==> src/rtl/nor_cmd_pkg.sv <==
package nor_cmd_pkg;

    localparam logic [15:0] KEY_ADDR_A = 16'h5555;
    localparam logic [15:0] KEY_ADDR_B = 16'h2AAA;
    localparam logic [7:0]  KEY_DATA_A = 8'hAA;
    localparam logic [7:0]  KEY_DATA_B = 8'h55;
    localparam logic [7:0]  CMD_PROG   = 8'hA0;
    localparam logic [7:0]  CMD_ERASE  = 8'h80;
    localparam logic [7:0]  CMD_IDENT  = 8'h90;
    localparam logic [7:0]  CMD_CHIP   = 8'h10;
    localparam logic [7:0]  CMD_SECT   = 8'h30;

    typedef enum logic [2:0] {
        SQ_READ,
        SQ_KEY1,
        SQ_KEY2,
        SQ_PROG,
        SQ_ERA1,
        SQ_ERA2,
        SQ_ERA3,
        SQ_IDENT
    } seq_state_e;

    typedef enum logic [1:0] {
        OP_NONE,
        OP_PROG,
        OP_SECT,
        OP_CHIP
    } op_kind_e;

    typedef struct packed {
        op_kind_e   kind;
        logic [7:0] data;
    } op_cmd_t;

    function automatic logic [7:0] busy_status(input logic final_msb, input logic tog);
        return {~final_msb, tog, 6'b000000};
    endfunction

endpackage

==> src/rtl/nor_cmd_seq.sv <==
module nor_cmd_seq
    import nor_cmd_pkg::*;
#(
    parameter int ADDR_W = 19
) (
    input  logic              clk,
    input  logic              rst,
    input  logic              wr_stb,
    input  logic              busy,
    input  logic [ADDR_W-1:0] addr,
    input  logic [7:0]        wdata,
    output op_cmd_t           cmd_o,
    output logic              cmd_v_o,
    output logic              ident_o
);

    localparam logic [ADDR_W-1:0] ADDR_A = ADDR_W'(KEY_ADDR_A);
    localparam logic [ADDR_W-1:0] ADDR_B = ADDR_W'(KEY_ADDR_B);

    seq_state_e st_q, st_d;
    logic hit_a, hit_b, at_a, take;

    assign at_a  = (addr == ADDR_A);
    assign hit_a = at_a && (wdata == KEY_DATA_A);
    assign hit_b = (addr == ADDR_B) && (wdata == KEY_DATA_B);
    assign take  = wr_stb && !busy;

    always_comb begin
        st_d       = st_q;
        cmd_v_o    = 1'b0;
        cmd_o.kind = OP_NONE;
        cmd_o.data = wdata;
        if (take) begin
            case (st_q)
                SQ_READ: st_d = hit_a ? SQ_KEY1 : SQ_READ;
                SQ_KEY1: st_d = hit_b ? SQ_KEY2 : SQ_READ;
                SQ_KEY2: begin
                    st_d = SQ_READ;
                    if (at_a) begin
                        case (wdata)
                            CMD_PROG:  st_d = SQ_PROG;
                            CMD_ERASE: st_d = SQ_ERA1;
                            CMD_IDENT: st_d = SQ_IDENT;
                            default:   st_d = SQ_READ;
                        endcase
                    end
                end
                SQ_PROG: begin
                    cmd_v_o    = 1'b1;
                    cmd_o.kind = OP_PROG;
                    st_d       = SQ_READ;
                end
                SQ_ERA1: st_d = hit_a ? SQ_ERA2 : SQ_READ;
                SQ_ERA2: st_d = hit_b ? SQ_ERA3 : SQ_READ;
                SQ_ERA3: begin
                    st_d = SQ_READ;
                    if (at_a && wdata == CMD_CHIP) begin
                        cmd_v_o    = 1'b1;
                        cmd_o.kind = OP_CHIP;
                    end else if (wdata == CMD_SECT) begin
                        cmd_v_o    = 1'b1;
                        cmd_o.kind = OP_SECT;
                    end
                end
                SQ_IDENT: st_d = SQ_READ;
                default:  st_d = SQ_READ;
            endcase
        end
    end

    always_ff @(posedge clk) begin
        if (rst) st_q <= SQ_READ;
        else     st_q <= st_d;
    end

    assign ident_o = (st_q == SQ_IDENT);

    // a wrong second key write drops back to read mode
    assert_break_to_read_R7: assert property (@(posedge clk) disable iff (rst)
        (take && st_q == SQ_KEY1 && !hit_b) |=> (st_q == SQ_READ));

    // the program data phase is reached only through the key handshake
    assert_prog_after_keys_R1: assert property (@(posedge clk) disable iff (rst)
        (st_q == SQ_PROG) |-> ($past(st_q) == SQ_KEY2 || $past(st_q) == SQ_PROG));

    // no sequence progress while an operation runs
    assert_hold_while_busy_R11: assert property (@(posedge clk) disable iff (rst)
        busy |=> (st_q == $past(st_q)));

endmodule

==> src/rtl/nor_op_timer.sv <==
module nor_op_timer
    import nor_cmd_pkg::*;
#(
    parameter int MEM_AW       = 8,
    parameter int PROG_CYCLES  = 8,
    parameter int ERASE_CYCLES = 20
) (
    input  logic              clk,
    input  logic              rst,
    input  logic              cmd_v,
    input  op_cmd_t           cmd,
    input  logic [MEM_AW-1:0] cmd_addr,
    input  logic              blocked,
    input  logic              old_msb,
    input  logic              rd_stb,
    output logic              busy_o,
    output logic              done_o,
    output op_kind_e          run_kind_o,
    output logic [MEM_AW-1:0] run_addr_o,
    output logic [7:0]        run_data_o,
    output logic [7:0]        status_o
);

    localparam int MAX_LAT = (PROG_CYCLES > ERASE_CYCLES) ? PROG_CYCLES : ERASE_CYCLES;
    localparam int CW      = $clog2(MAX_LAT + 1);

    logic          busy_q, tog_q, final_q;
    logic [CW-1:0] cnt_q;
    logic          accept;

    assign accept = cmd_v && !blocked && !busy_q;

    always_ff @(posedge clk) begin
        if (rst) begin
            busy_q     <= 1'b0;
            tog_q      <= 1'b0;
            final_q    <= 1'b0;
            cnt_q      <= '0;
            run_kind_o <= OP_NONE;
            run_addr_o <= '0;
            run_data_o <= '0;
        end else if (!busy_q) begin
            if (accept) begin
                busy_q     <= 1'b1;
                tog_q      <= 1'b0;
                run_kind_o <= cmd.kind;
                run_addr_o <= cmd_addr;
                run_data_o <= cmd.data;
                if (cmd.kind == OP_PROG) begin
                    cnt_q   <= CW'(PROG_CYCLES - 1);
                    final_q <= old_msb & cmd.data[7];
                end else begin
                    cnt_q   <= CW'(ERASE_CYCLES - 1);
                    final_q <= 1'b1;
                end
            end
        end else begin
            if (cnt_q == '0) busy_q <= 1'b0;
            else             cnt_q  <= cnt_q - 1'b1;
            if (rd_stb) tog_q <= ~tog_q;
        end
    end

    assign busy_o   = busy_q;
    assign done_o   = busy_q && (cnt_q == '0);
    assign status_o = busy_status(final_q, tog_q);

    // a command aimed at the protected boot sector never goes busy
    assert_blocked_stays_idle_R10: assert property (@(posedge clk) disable iff (rst)
        (cmd_v && blocked && !busy_q) |=> !busy_q);

    // busy begins only from an accepted command
    assert_start_from_cmd_R12: assert property (@(posedge clk) disable iff (rst)
        $rose(busy_q) |-> $past(cmd_v && !blocked));

    // the countdown never exceeds the longest latency
    assert_count_in_range_R12: assert property (@(posedge clk) disable iff (rst)
        busy_q |-> (cnt_q < CW'(MAX_LAT)));

endmodule

==> src/rtl/nor_byte_array.sv <==
module nor_byte_array
    import nor_cmd_pkg::*;
#(
    parameter int MEM_AW  = 8,
    parameter int SECT_AW = 6,
    parameter logic [MEM_AW-SECT_AW-1:0] BOOT_SECT = '0
) (
    input  logic              clk,
    input  logic              rst,
    input  logic [MEM_AW-1:0] rd_addr,
    output logic [7:0]        rd_byte,
    input  logic              done,
    input  op_kind_e          kind,
    input  logic [MEM_AW-1:0] wr_addr,
    input  logic [7:0]        wr_data,
    input  logic              boot_protect
);

    localparam int DEPTH     = 1 << MEM_AW;
    localparam int SECT_W    = MEM_AW - SECT_AW;
    localparam int BOOT_BASE = int'(BOOT_SECT) << SECT_AW;

    logic [7:0] mem [DEPTH];
    logic [7:0] old_wr;

    function automatic logic [SECT_W-1:0] sect_of(input int i);
        logic [MEM_AW-1:0] a;
        a = MEM_AW'(i);
        return a[MEM_AW-1:SECT_AW];
    endfunction

    assign rd_byte = mem[rd_addr];
    assign old_wr  = mem[wr_addr];

    always_ff @(posedge clk) begin
        if (rst) begin
            for (int i = 0; i < DEPTH; i++) mem[i] <= 8'hFF;
        end else if (done) begin
            case (kind)
                OP_PROG: mem[wr_addr] <= old_wr & wr_data;
                OP_SECT: begin
                    for (int i = 0; i < DEPTH; i++)
                        if (sect_of(i) == wr_addr[MEM_AW-1:SECT_AW]) mem[i] <= 8'hFF;
                end
                OP_CHIP: begin
                    for (int i = 0; i < DEPTH; i++)
                        if (!(boot_protect && sect_of(i) == BOOT_SECT)) mem[i] <= 8'hFF;
                end
                default: ;
            endcase
        end
    end

    // programming only clears bits of the addressed byte
    assert_prog_and_R2: assert property (@(posedge clk) disable iff (rst)
        (done && kind == OP_PROG) |=> (mem[$past(wr_addr)] == $past(old_wr & wr_data)));

    // chip erase keeps a protected boot sector
    assert_boot_kept_R10: assert property (@(posedge clk) disable iff (rst)
        (done && kind == OP_CHIP && boot_protect) |=> (mem[BOOT_BASE] == $past(mem[BOOT_BASE])));

endmodule

==> src/rtl/nor_cmd_decoder.sv <==
module nor_cmd_decoder
    import nor_cmd_pkg::*;
#(
    parameter int         ADDR_W       = 19,
    parameter int         MEM_AW       = 8,
    parameter int         SECT_AW      = 6,
    parameter int         BOOT_AT_TOP  = 0,
    parameter int         PROG_CYCLES  = 8,
    parameter int         ERASE_CYCLES = 20,
    parameter logic [7:0] MFR_ID       = 8'h40,
    parameter logic [7:0] DEV_ID       = 8'hA4
) (
    input  logic              clk,
    input  logic              rst,
    input  logic              ce_n,
    input  logic              oe_n,
    input  logic              we_n,
    input  logic [ADDR_W-1:0] addr,
    input  logic [7:0]        wdata,
    input  logic              boot_protect,
    output logic [7:0]        rdata
);

    localparam int SECT_W = MEM_AW - SECT_AW;
    localparam logic [SECT_W-1:0] BOOT_SECT = (BOOT_AT_TOP != 0) ? {SECT_W{1'b1}} : {SECT_W{1'b0}};

    logic              wr_stb, rd_stb, busy, done, ident, cmd_v, blocked, stat_rd_q;
    logic [MEM_AW-1:0] mem_addr, run_addr;
    logic [7:0]        rd_byte, run_data, status, id_byte;
    op_cmd_t           cmd;
    op_kind_e          run_kind;

    assign wr_stb   = !ce_n && !we_n;
    assign rd_stb   = !ce_n && !oe_n && we_n;
    assign mem_addr = addr[MEM_AW-1:0];
    assign blocked  = boot_protect && (mem_addr[MEM_AW-1:SECT_AW] == BOOT_SECT) &&
                      (cmd.kind == OP_PROG || cmd.kind == OP_SECT);

    nor_cmd_seq #(.ADDR_W(ADDR_W)) u_seq (
        .clk     (clk),
        .rst     (rst),
        .wr_stb  (wr_stb),
        .busy    (busy),
        .addr    (addr),
        .wdata   (wdata),
        .cmd_o   (cmd),
        .cmd_v_o (cmd_v),
        .ident_o (ident)
    );

    nor_op_timer #(
        .MEM_AW      (MEM_AW),
        .PROG_CYCLES (PROG_CYCLES),
        .ERASE_CYCLES(ERASE_CYCLES)
    ) u_timer (
        .clk        (clk),
        .rst        (rst),
        .cmd_v      (cmd_v),
        .cmd        (cmd),
        .cmd_addr   (mem_addr),
        .blocked    (blocked),
        .old_msb    (rd_byte[7]),
        .rd_stb     (rd_stb),
        .busy_o     (busy),
        .done_o     (done),
        .run_kind_o (run_kind),
        .run_addr_o (run_addr),
        .run_data_o (run_data),
        .status_o   (status)
    );

    nor_byte_array #(
        .MEM_AW   (MEM_AW),
        .SECT_AW  (SECT_AW),
        .BOOT_SECT(BOOT_SECT)
    ) u_array (
        .clk          (clk),
        .rst          (rst),
        .rd_addr      (mem_addr),
        .rd_byte      (rd_byte),
        .done         (done),
        .kind         (run_kind),
        .wr_addr      (run_addr),
        .wr_data      (run_data),
        .boot_protect (boot_protect)
    );

    always_comb begin
        case (addr[1:0])
            2'd0:    id_byte = MFR_ID;
            2'd1:    id_byte = DEV_ID;
            2'd2:    id_byte = {7'b0000000, boot_protect};
            default: id_byte = 8'h00;
        endcase
    end

    always_ff @(posedge clk) begin
        if (rst) begin
            rdata     <= 8'h00;
            stat_rd_q <= 1'b0;
        end else begin
            stat_rd_q <= rd_stb && busy;
            if (rd_stb) begin
                if (busy)       rdata <= status;
                else if (ident) rdata <= id_byte;
                else            rdata <= rd_byte;
            end
        end
    end

    // back-to-back status reads alternate bit 6
    assert_bit6_alternates_R6: assert property (@(posedge clk) disable iff (rst)
        (rd_stb && busy && stat_rd_q) |=> (rdata[6] != $past(rdata[6])));

    // erase status reads show bit 7 low
    assert_erase_msb_low_R5: assert property (@(posedge clk) disable iff (rst)
        (rd_stb && busy && run_kind != OP_PROG) |=> (rdata[7] == 1'b0));

    // read data holds without a read
    assert_rdata_holds_R8: assert property (@(posedge clk) disable iff (rst)
        !rd_stb |=> $stable(rdata));

endmodule

==> config.mk <==
export PLATFORM = sky130hd
export DESIGN_NAME = nor_cmd_decoder
export DESIGN_NICKNAME = d
export VERILOG_FILES = /design/src/rtl/nor_cmd_pkg.sv /design/src/rtl/nor_cmd_seq.sv /design/src/rtl/nor_op_timer.sv /design/src/rtl/nor_byte_array.sv /design/src/rtl/nor_cmd_decoder.sv
export SDC_FILE = /design/constraint.sdc
export NUM_CORES = 2
export LEC_CHECK = 0
export ABC_CLOCK_PERIOD_IN_PS = 3220
export BUFFER_PORTS_ARGS = -buffer_cell sky130_fd_sc_hd__buf_2
export CAP_MARGIN = 20
export CELL_PAD_IN_SITES_DETAIL_PLACEMENT = 1
export CELL_PAD_IN_SITES_GLOBAL_PLACEMENT = 2
export CORE_MARGIN = 4
export CORE_UTILIZATION = 43
export DETAILED_ROUTE_END_ITERATION = 10
export PLACE_DENSITY_LB_ADDON = 0.3
export SYNTH_ARGS = -nofsm -noshare
export SYNTH_HDL_FRONTEND = slang
export SYNTH_SLANG_ARGS = --single-unit
==> constraint.sdc <==
create_clock -name clk -period 3.22 [get_ports clk]
set_input_delay 0.322 -clock clk [delete_from_list [all_inputs] [get_ports clk]]
set_output_delay 0.322 -clock clk [all_outputs]
set_load 0.05 [all_outputs]
* Word-level counts from Yosys, hierarchy flattened
Memory sizes are Yosys's and may differ from the RTL's. A register that Yosys moved wholly into a read port is not among the register bits. Index checks and enable logic that the tools add are counted.
Operators by class: $add $sub $neg 1, equality and inequality tests 28, mux-type cells 581, bitwise gates (word level) 517, reductions and logical operators 29
Operators with widths (number):
- two-way mux 8 bit | 518
- OR 1 bit | 512
- two-way mux 1 bit | 47
- == test 8 bit (second input constant) | 4
- case mux 8 bit (3 select lines) | 1
- two-way mux 5 bit | 4
- == test 19 x 14 -> 1 bit (second input constant) | 1
- == test 19 x 15 -> 1 bit (second input constant) | 1
- case mux 3 bit (6 select lines) | 1
- == test 3 bit (second input constant) | 4
- logical AND 1 bit | 12
- two-way mux 3 bit | 3
- case mux 3 bit (3 select lines) | 1
- bitwise AND 8 bit | 1
- == test 2 bit (second input constant) | 4
- == test 8 x 5 -> 1 bit (second input constant) | 1
- == test 8 x 6 -> 1 bit (second input constant) | 1
- == test 8 x 7 -> 1 bit (second input constant) | 1
- two-way mux 2 bit | 4
- OR reduction 8 bit | 1
- == test 2 x 1 -> 1 bit (second input constant) | 3
- == test 3 x 2 -> 1 bit (second input constant) | 2
- logical NOT 2 bit | 3
- AND reduction 2 bit | 3
- other kinds (15) | 23
Storage, ports and cells: flip-flop bits (word level) 37, memory bits (writable) 2048, bits of input ports 33, output and inout port bits 8, word-level logic and storage cells 1166, memories 1
Memories:
- u_array.mem | depth 256, bits a word 8, rd ports 2, clocked after memory_dff 1, wr ports 256, line nor_byte_array.sv:23 | logic [7:0] mem [DEPTH];

* Depth between registers and ports, before layout
depth in word-level cells 14, gate-level depth with buffers 16

* Hierarchy
Synthesis repeated with hierarchy kept, for this count alone.
Second synthesis, totals: cell total of the unflattened synthesis 7534, area, all modules 108795.6 um2
By module, submodules not included:
- nor_byte_array | times used 1, cells an instance 7290, area an instance 106748.6 um2, sequential area each 61499.0 um2
- nor_op_timer | times used 1, cells an instance 132, area an instance 1093.5 um2, sequential area each 520.5 um2
- nor_cmd_seq | times used 1, cells an instance 67, area an instance 529.3 um2, sequential area each 60.1 um2
- nor_cmd_decoder | times used 1, cells an instance 45, area an instance 424.2 um2, sequential area each 160.2 um2

* Worst setup path after synthesis
OpenSTA, ideal clock, no wires.
kind in2reg, start in addr[0], end reg with a tool-made name, arrival 3.213 ns, data required time 3.142 ns, path slack -0.070 ns, cell stages on the path 16, path buffers 5, path through buf_2 > buf_4 > buf_4 > buf_4 > nor4bb_1 > nand3_1 > o21bai_1 > and2_1 > nand2_1 > ha_1 > nand3b_1 > nand2_1 > nor2_1 > clkbuf_1 > nand2_1 > a21oi_1
RTL lines:
- from (decl) | line nor_cmd_decoder.sv:18 | input logic [ADDR_W-1:0] addr,

==> out/results.tsv <==
metric	value	unit
netlist.top_cell.by_area	edfxtp_1	
final_cell_area	0.135	mm^2
ys.flop_type	edfxtp_1	
power.leakage	37.3	nW
routed_via_density	6.86	
initial_utilization	0.432	
min_path_type	in2reg	
cts_made_buffers	228	
post_dp_cell_area	0.124	mm^2
worst_slack	-989	ps
clk_pin_slew_worst_paths	60	ps
clockRootBuffer	clkbuf_16	
core_area	0.254	mm^2
slowest_stage	a222oi_1	
fin_tns_setup	-1575090	ps
slew_headroom	0.307	
drv_slew	0	
rsz0062_at_grt	yes	
wl_per_cell	39.5	um
avgSynthCellArea	14.4	um^2
worstPathArrival	4840	ps
clkPwrFrac	0.433	
ys_types	70	
synthArstFlopShare	0	
grt_pass1_wl	666	mm
grt_max_degree	65	
pwr-share-comb	0.062	
fin_nets	8764	
grt_pass1_vias	85200	
violations	setup timing	
skew	54.0	ps
drt-initial-drc-count	13300	
tightest_slew	1030	ps
cp.required	3850	ps
crit_path_max_fanout	12	
portBuffers	40	
setup_viol	2157	
synthCells	7646	
totalWireLength	485	mm
internal_power	45.8	mW
yosys.area.top_type_share	0.560	
dp_hpwl	336	mm
layout_min_cycle_time	4210	ps
switching_share	0.238	
htree_num_levels	4	
fmax	238	MHz
cp-start-kind	flip-flop	
max_stage_delay	780	ps
power_density	446	mW/mm^2
layout-drive-gt1-share	0.357	
fill_cells	24600	
ioPinCount	41	
area_growth_syn_to_layout	22.4	%
yosysMostFrequentCell	edfxtp_1	
grt_overflow	0	
drc	0	
timing_worst_setup_path_type	reg2reg	
synthTopCellsByCount	edfxtp_1 (2048), nand2_1 (1428), mux4_2 (1120), nand3_1 (813), buf_2 (378)	
r2r_slack	-990	ps
cts.sinks	2093	
cp_common_cell	buf_12	
seqPwrFrac	0.505	
track_usage	0.357	
num_rows	185	
antenna_found_initial	20	
die_area	0.264	mm^2
period_share	1.31	
cts_tree	done	
clk_latency	920	ps
seq_area_frac_synth	0.568	
switching_power	14.3	mW
maxCapViolCount	0	
vias	84300	
clockBufferDepth	3	
postRouteAntennaNets	0	
syn_nets	7682	
dr.pass1.iters	7	
die_h	514	um
endpoint_kind	flip-flop	
yosysWarnings	0	
ys_top_cells_by_area	edfxtp_1 (56%), mux4_2 (23%), nand2_1 (4.9%), nand3_1 (3.7%), mux2i_1 (2.3%)	
outcome	finished with violations	
crit_chain	buf_12 -> buf_12 -> buf_4 -> mux4_2 -> mux2_4 -> a222oi_1 -> a21oi_2 -> nor4bb_4 -> a22oi_2 -> buf_6 -> buf_16 -> clkbuf_16 -> nand3_1	
fp.dieW	514	um
gp_congestion	0.990	
ys_ff_latch	2093	
netlist_area	0.110	mm^2
synth-edff-count	2048	
ir_drop	0.000511	V
finalHoldViolations	0	
==> final timing paths <==
| check | startpoint | end | cells past startpoint |
|---|---|---|---|
| setup reg to reg | flip-flop | u_array.mem[228][5] | 13 |
| hold / removal | addr[4] | flip-flop | 4 |
| setup / recovery | flip-flop | u_array.mem[228][5] | 13 |
| hold reg to reg | u_timer.run_data_o[2] | u_timer.run_data_o[2] | 2 |
==> flip-flops by register name, summed over array words and instances (netlist names), named ones only <==
| signal | cells |
|---|---|
| rdata | 8 |
| u_array.mem | 2048 |
| u_seq.st_q | 3 |
| u_timer.busy_o | 1 |
| u_timer.cnt_q | 5 |
| u_timer.final_q | 1 |
| u_timer.run_addr_o | 8 |
| u_timer.run_data_o | 8 |
| u_timer.run_kind_o | 2 |
| u_timer.tog_q | 1 |
==> kinds of logic (layout without fill, tap and decap cells) <==
kind of cell               count (synthesis)  after routing  share of synthesized area
and+or+nand+nor                         2715           2715                      0.106
DFF                                     2093           2093                      0.568
muxes                                   1406           1406                      0.256
buffers and inverters                    805           2074                     0.0350
AOI/OAI and AO/OA                        622            622                     0.0349
adders and majority gates                  3              3                   0.000342
xor gates and xnor gates                   2              2                   0.000159
other                                      0             11                          0
==> repair_timing <==
| action | 4_1_cts | 5_1_grt |
|---|---|---|
| endpoints found under the hold margin | 20 | 0 |
| hold buffers | 21 | 0 |
| setup endpoints to repair | 2081 | 2746 |
| pin swaps | 14 | 7 |
| gates cloned | 20 | 40 |
| gates resized for setup | 75 | 52 |
| buffers inserted | 40 | 7 |
==> metrics by stage <==
step,utilization,total power [mW],hold WS [ps],setup slack [ps],cells
floorplan,-,32.5,441,23.1,7646
global placement,0.490,34.4,465,-981,11700
detailed placement,0.490,34.5,467,-1010,11700
CTS,0.524,60.1,18.0,-796,12200
global route,0.529,61.4,66.7,-928,12300
finish,0.529,60.1,81.7,-989,12300
==> power by group through the flow <==
stage | combinational, mW | clock, mW | sequential, mW
after global placement | 3.52 | 0 | 30.9
after CTS | 3.63 | 26.1 | 30.3
after global routing | 3.79 | 27.3 | 30.4
after floorplan | 1.70 | 0 | 30.8
after detailed placement | 3.57 | 0 | 30.9
final | 3.72 | 26.0 | 30.4
==> area by class of cell <==
class / count / area (um^2) / area share
diodes: 11 / 27.5 / 0.000205
repair buffers: 1641 / 16500 / 0.123
multi-input cells: 4748 / 44100 / 0.328
well taps: 3366 / 4210 / 0.0313
flip-flops and latches: 2093 / 62400 / 0.464
clock buffers: 284 / 6000 / 0.0446
clock inverters: 133 / 1180 / 0.00880
inverters: 16 / 63.8 / 0.000474
==> critical path, delay by kind of cell (launching register included) <==
kind,cells,cell delay [ps]
simple gates,2,360
buf+inv,6,1110
mux,2,800
flops,1,380
compound gates,3,1200
==> cells in the final DEF, fill, tap and decap left out, drive strengths merged, types with 104 or more instances in the layout <==
cell and instances:
clkbuf 317, mux2i 249, nand3 813, nand2 1428, clkinv 104, o21ai 291, buf 1575, nor2 325
edfxtp 2048, mux4 1120
==> routing by layer <==
layer / routed length (um) / share of wire / global-route usage / vias to the layer above
met5: 70 / 0.00014 / 0 / -
met4: 35400 / 0.073 / 0.205 / 12
met3: 59000 / 0.12 / 0.0898 / 1304
met2: 220000 / 0.45 / 0.547 / 6270
met1: 171000 / 0.35 / 0.464 / 44400
li1: - / - / - / 32300
Power figures use the tool's default switching activity.
